**config.mk**
```make
export PLATFORM = sky130hd
export DESIGN_NAME = seqdet_display
export DESIGN_NICKNAME = d
export VERILOG_FILES = /design/src/rtl/seqdet_pkg.sv /design/src/rtl/seqdet_fsm.sv /design/src/rtl/seqdet_seg_enc.sv /design/src/rtl/seqdet_out_reg.sv /design/src/rtl/seqdet_display.sv
export SDC_FILE = /design/constraint.sdc
export NUM_CORES = 1
export LEC_CHECK = 0
export BUFFER_PORTS_ARGS = -buffer_cell sky130_fd_sc_hd__buf_2
export CELL_PAD_IN_SITES_DETAIL_PLACEMENT = 1
export CELL_PAD_IN_SITES_GLOBAL_PLACEMENT = 2
export CORE_UTILIZATION = 27
export CTS_BUF_LIST = sky130_fd_sc_hd__clkbuf_16
export CTS_CLUSTER_DIAMETER = 120
export DETAILED_ROUTE_END_ITERATION = 12
export GPL_TIMING_DRIVEN = 0
export PLACE_DENSITY_LB_ADDON = 0.1
export SETUP_SLACK_MARGIN = 0.05
export SLEW_MARGIN = 10
export SYNTH_ARGS = -nofsm -noshare
export SYNTH_HDL_FRONTEND = slang
export SYNTH_SLANG_ARGS = --single-unit
export TNS_END_PERCENT = 30
```
**constraint.sdc**
```tcl
create_clock -name clk_i -period 1.3 [get_ports clk_i]
set_clock_uncertainty 0.15 [all_clocks]
set_input_delay 0.065 -clock clk_i [delete_from_list [all_inputs] [get_ports clk_i]]
set_output_delay 0.065 -clock clk_i [all_outputs]
set_load 0.01 [all_outputs]
```
**src/rtl/seqdet_pkg.sv**
```systemverilog
package seqdet_pkg;

  localparam int unsigned SEG_W = 8;

  localparam logic [SEG_W-1:0] SEG_FULL  = 8'hFF;
  localparam logic [SEG_W-1:0] SEG_DASH  = 8'h40;
  localparam logic [SEG_W-1:0] SEG_BLANK = 8'h00;

  typedef enum logic [2:0] {
    ST_IDLE = 3'd0,
    ST_S1   = 3'd1,
    ST_S10  = 3'd2,
    ST_S100 = 3'd3,
    ST_HIT  = 3'd4
  } det_state_e;

  // a=bit0 .. g=bit6, dp=bit7
  function automatic logic [SEG_W-1:0] digit_code(input int unsigned val);
    logic [SEG_W-1:0] code;
    case (val)
      0:       code = 8'h3F;
      1:       code = 8'h06;
      2:       code = 8'h5B;
      3:       code = 8'h4F;
      4:       code = 8'h66;
      5:       code = 8'h6D;
      6:       code = 8'h7D;
      7:       code = 8'h07;
      8:       code = 8'h7F;
      9:       code = 8'h6F;
      default: code = SEG_BLANK;
    endcase
    return code;
  endfunction

endpackage

```
**src/rtl/seqdet_fsm.sv**
```systemverilog
module seqdet_fsm
  import seqdet_pkg::*;
(
  input  logic clk_i,
  input  logic rst_ni,
  input  logic x_i,
  output logic det_o
);

  det_state_e state_q, state_d;

  always_comb begin
    state_d = state_q;
    unique case (state_q)
      ST_IDLE: state_d = x_i ? ST_S1   : ST_IDLE;
      ST_S1:   state_d = x_i ? ST_S1   : ST_S10;
      ST_S10:  state_d = x_i ? ST_S1   : ST_S100;
      ST_S100: state_d = x_i ? ST_HIT  : ST_IDLE;
      ST_HIT:  state_d = x_i ? ST_S1   : ST_S10;
      default: state_d = ST_IDLE;
    endcase
  end

  always_ff @(posedge clk_i or negedge rst_ni) begin
    if (!rst_ni) state_q <= ST_IDLE;
    else         state_q <= state_d;
  end

  assign det_o = (state_q == ST_HIT);

endmodule

```
**src/rtl/seqdet_seg_enc.sv**
```systemverilog
module seqdet_seg_enc
  import seqdet_pkg::*;
#(
  parameter int unsigned NIB_W = 4
) (
  input  logic [NIB_W-1:0] mode_i,
  input  logic [NIB_W-1:0] val_i,
  output logic [SEG_W-1:0] seg_o
);

  logic [SEG_W-1:0] single_seg;
  logic [SEG_W-1:0] digit_seg;

  // one lit segment per index; indices past SEG_W match no bit
  for (genvar i = 0; i < SEG_W; i++) begin : g_single
    assign single_seg[i] = (val_i == NIB_W'(i));
  end

  assign digit_seg = digit_code(int'(val_i));

  always_comb begin
    if (mode_i == '0)      seg_o = digit_seg;
    else if (&mode_i)      seg_o = single_seg;
    else                   seg_o = SEG_BLANK;
  end

endmodule

```
**src/rtl/seqdet_out_reg.sv**
```systemverilog
module seqdet_out_reg
  import seqdet_pkg::*;
#(
  parameter int unsigned COND_W = 7
) (
  input  logic              clk_i,
  input  logic              rst_ni,
  input  logic [COND_W-1:0] cond_i,
  input  logic              det_i,
  input  logic [SEG_W-1:0]  test_seg_i,
  output logic [SEG_W-1:0]  seg_o
);

  logic             test_mode;
  logic [SEG_W-1:0] seg_d;

  assign test_mode = &cond_i;

  always_comb begin
    if (test_mode) seg_d = test_seg_i;
    else           seg_d = det_i ? SEG_FULL : SEG_DASH;
  end

  always_ff @(posedge clk_i or negedge rst_ni) begin
    if (!rst_ni) seg_o <= SEG_DASH;
    else         seg_o <= seg_d;
  end

endmodule

```
**src/rtl/seqdet_display.sv**
```systemverilog
module seqdet_display
  import seqdet_pkg::*;
#(
  parameter int unsigned COND_W = 7,
  parameter int unsigned NIB_W  = 4,
  localparam int unsigned TEST_W = 2 * NIB_W
) (
  input  logic              clk_i,
  input  logic              rst_ni,
  input  logic              x_i,
  input  logic [COND_W-1:0] cond_i,
  input  logic [TEST_W-1:0] test_i,
  output logic [SEG_W-1:0]  seg_o
);

  logic             det;
  logic [SEG_W-1:0] test_seg;

  seqdet_fsm u_fsm (
    .clk_i (clk_i),
    .rst_ni(rst_ni),
    .x_i   (x_i),
    .det_o (det)
  );

  seqdet_seg_enc #(.NIB_W(NIB_W)) u_enc (
    .mode_i(test_i[TEST_W-1:NIB_W]),
    .val_i (test_i[NIB_W-1:0]),
    .seg_o (test_seg)
  );

  seqdet_out_reg #(.COND_W(COND_W)) u_out (
    .clk_i     (clk_i),
    .rst_ni    (rst_ni),
    .cond_i    (cond_i),
    .det_i     (det),
    .test_seg_i(test_seg),
    .seg_o     (seg_o)
  );

endmodule

```
==> impl_metrics.ini <==
[outcome]
outcome = finished, violations left
violations = negative setup slack

[cells_and_area]
final_core_util_pct = 39.79
layout-drive-gt1-share_pct = 49.53
layout.nets = 132
layout_common_cells = buf_2 (25), dfrtp_1 (9), nand2_1 (8), o22ai_1 (6), nor2_1 (6)
antenna_cells = 0
fillers = 312
final_common_cell = buf_2
syn2layout_area_growth_pct = 38.55
multi_input_area_um2 = 496.7
register_area_um2 = 277.8

[timing]
slew_viol_final = 0
rsz0062_at_grt = yes
fin_crit_sh_pct = 101.3
min_period_ns = 1.317
slew_headroom_pct = 74.59
setup_viol = 3
tns_ns = -0.03832
fmaxAchievable_mhz = 759.2
hold_viol_final = 0
holdWs_ns = 0.04649
finalWorstSetupSlack_ns = -0.01713
tightest_slew_ns = 0.3764

[synthesis]
ys.flop_type = dfrtp_1
ys_seq_area_share_pct = 34.91
synth_top_cell_area_share_pct = 31.60
synth.distinct_cells = 27
synth-edff-count = 0
muxShareOfSynthArea_pct = 3.791
synthCells = 75
synth_top_family_by_area = simple AND/OR/NAND/NOR gates
synth_top_cell_by_area = dfrtp_1
synth-xor-area-share_pct = 2.212
netlist_area_um2 = 792.0
ys_warn_count = 0
synth_area_leaders = dfrtp_1 (32%), ha_1 (9.5%), a221o_2 (5.7%)
async_reset_ff_share_pct = 100.0
postSynthAreaPerCell_um2 = 10.56
synth-seq-cells = 11
synth_compound_area_share_pct = 15.48
synthAdderAreaFrac_pct = 9.479
synthSimpleGateAreaFrac_pct = 28.59
syn_nets = 99

[critical_path]
r2r.worst_path.cells = 2
end_kind = flop
rr_startpoint = u_fsm.state_q[0]
cp-start-kind = flop
rr_endpoint = u_out.seg_o[2]
r2r_slack_ns = -0.02
required_ns = 1.33
cp.arrival_ns = 1.34
crit_type = flop to flop
crit_path_max_fanout = 5

[power]
p_comb_share_pct = 27.8
intPower_mw = 0.9946
p_per_area_nw_per_um2 = 1265
switching_power_mw = 0.3937
power_frac_seq_pct = 32.0
power.leakage_nw = 0.5423
p_clk_share_pct = 40.2
ir_drop_mv = 1.253
switching_share_pct = 28.36

[global_routing]
gr-total-overflow = 0
antenna_found_initial = 0
grt_first_pass_wirelength_um = 3139
track_usage_pct = 12.99
grt_pass1_vias = 670
grt_max_degree = 12

[worst_hold_path]
holdCritPathClass = input port to flop
hp-start = test_i[6]
holdPathEnd = u_out.seg_o[6]
hold_depth = 4

[routing]
dr.pass1.iters = 4
drt-total-wl_um = 1785
ant_nets = 0
drtIter0Drc = 9
drc = 0
drt-wirelength-per-cell_um = 12.93
vias = 672
vias_per_cell = 4.870

[floorplan]
ios = 26
num_rows = 19
die_h_um = 56.16
die-area_um2 = 3154
die_width_um = 56.16
start_util_pct = 28.72
core-area_um2 = 2758

[place]
portBuffers = 24
post-dp-hpwl_um = 1441
gp_congestion = 0.7063

[clocking]
cts_buffers = 3
clockBufferDepth = 2
clk_latency_ns = 0.24
ctsHtreeMaxLevel = 1
cts_num_sinks = 11
cts-root-buf = clkbuf_16
cts_tree = built
clk_pin_slew_worst_paths_ns = 0.04

[run]
maxCapViolations = 0
critical path, stage by stage (launching register included):
cell and delay (ns):
dfrtp_2 0.44, or4_4 0.58, nand3_2 0.08
state kept, by name (all words and copies together), names as in the netlist:
signal	count
u_out.seg_o	8
u_fsm.state_q	3
kinds of logic after synthesis:
group | Yosys count
and+or+nand+nor | 28
AOI/OAI and AO/OA | 16
DFF | 11
buffers and inverters | 9
adders and majority gates | 6
muxes | 3
xor gates and xnor gates | 2
repair_timing:
action                     in CTS  in global routing
setup endpoints to repair       7                  7
buffers inserted                1                  1
hold endpoints to repair       14                  0
pin swaps                       0                  0
hold buffers                    2                  0
resized for setup               4                  1
Yosys cell counts (2+ instances only):
| cell | instances |
|---|---|
| a221o_2 | 4 |
| nor4_2 | 2 |
| nand2_1 | 8 |
| nor4_4 | 2 |
| nor2_1 | 6 |
| dfrtp_1 | 10 |
| nand3_1 | 3 |
| inv_1 | 6 |
| xnor2_1 | 2 |
| ha_1 | 6 |
| o22ai_1 | 6 |
| buf_2 | 2 |
| o21ai_0 | 2 |
| mux2i_1 | 3 |
power by group through the flow:
stage                     clock, mW  sequential, mW  combinational, mW
after floorplan                   0           0.448              0.223
after global placement            0           0.442              0.331
after detailed placement          0           0.447              0.338
after CTS                     0.561           0.448              0.365
after global routing          0.582           0.453              0.427
final                         0.559           0.444              0.385
layout make-up:
class | instances | share of cell area (%)
Multi-Input combinational cell | 55 | 45.27
Clock buffer | 3 | 6.842
Timing Repair Buffer | 28 | 14.14
Sequential cell | 11 | 25.31
Tap cell | 31 | 3.535
Clock inverter | 1 | 0.3421
Inverter | 6 | 2.052
Buffer | 3 | 2.509
layer usage:
metal,routed length (um),vias to the layer above,global-route usage (%)
li1,-,338,-
met1,823,310,16.98
met2,838,19,19.73
met3,68,5,2.093
met4,55,0,8.362
met5,0,-,0
how the worst max path moves through the flow:
stage / start / to / slack [ns]
floorplan: u_fsm.state_q[1] / u_out.seg_o[7] / 0.05
global placement: test_i[1] / u_out.seg_o[3] / -0.25
detailed placement: test_i[1] / u_out.seg_o[3] / -0.24
CTS: u_fsm.state_q[0] / u_out.seg_o[2] / -0.04
global route: u_fsm.state_q[0] / u_out.seg_o[1] / -0.05
finish: u_fsm.state_q[0] / u_out.seg_o[2] / -0.02
through the flow:
step	worst slack [ns]	cell area, um^2	cells	total power [mW]
2_1_floorplan	0.04657	812.0	75	0.6710
3_3_place_gp	-0.2520	970.9	130	0.7728
3_5_place_dp	-0.2374	970.9	130	0.7847
4_1_cts	-0.03558	1090	137	1.374
5_1_grt	-0.04601	1097	138	1.462
6_report	-0.01713	1097	138	1.388
(Power assumes the default switching activity.)
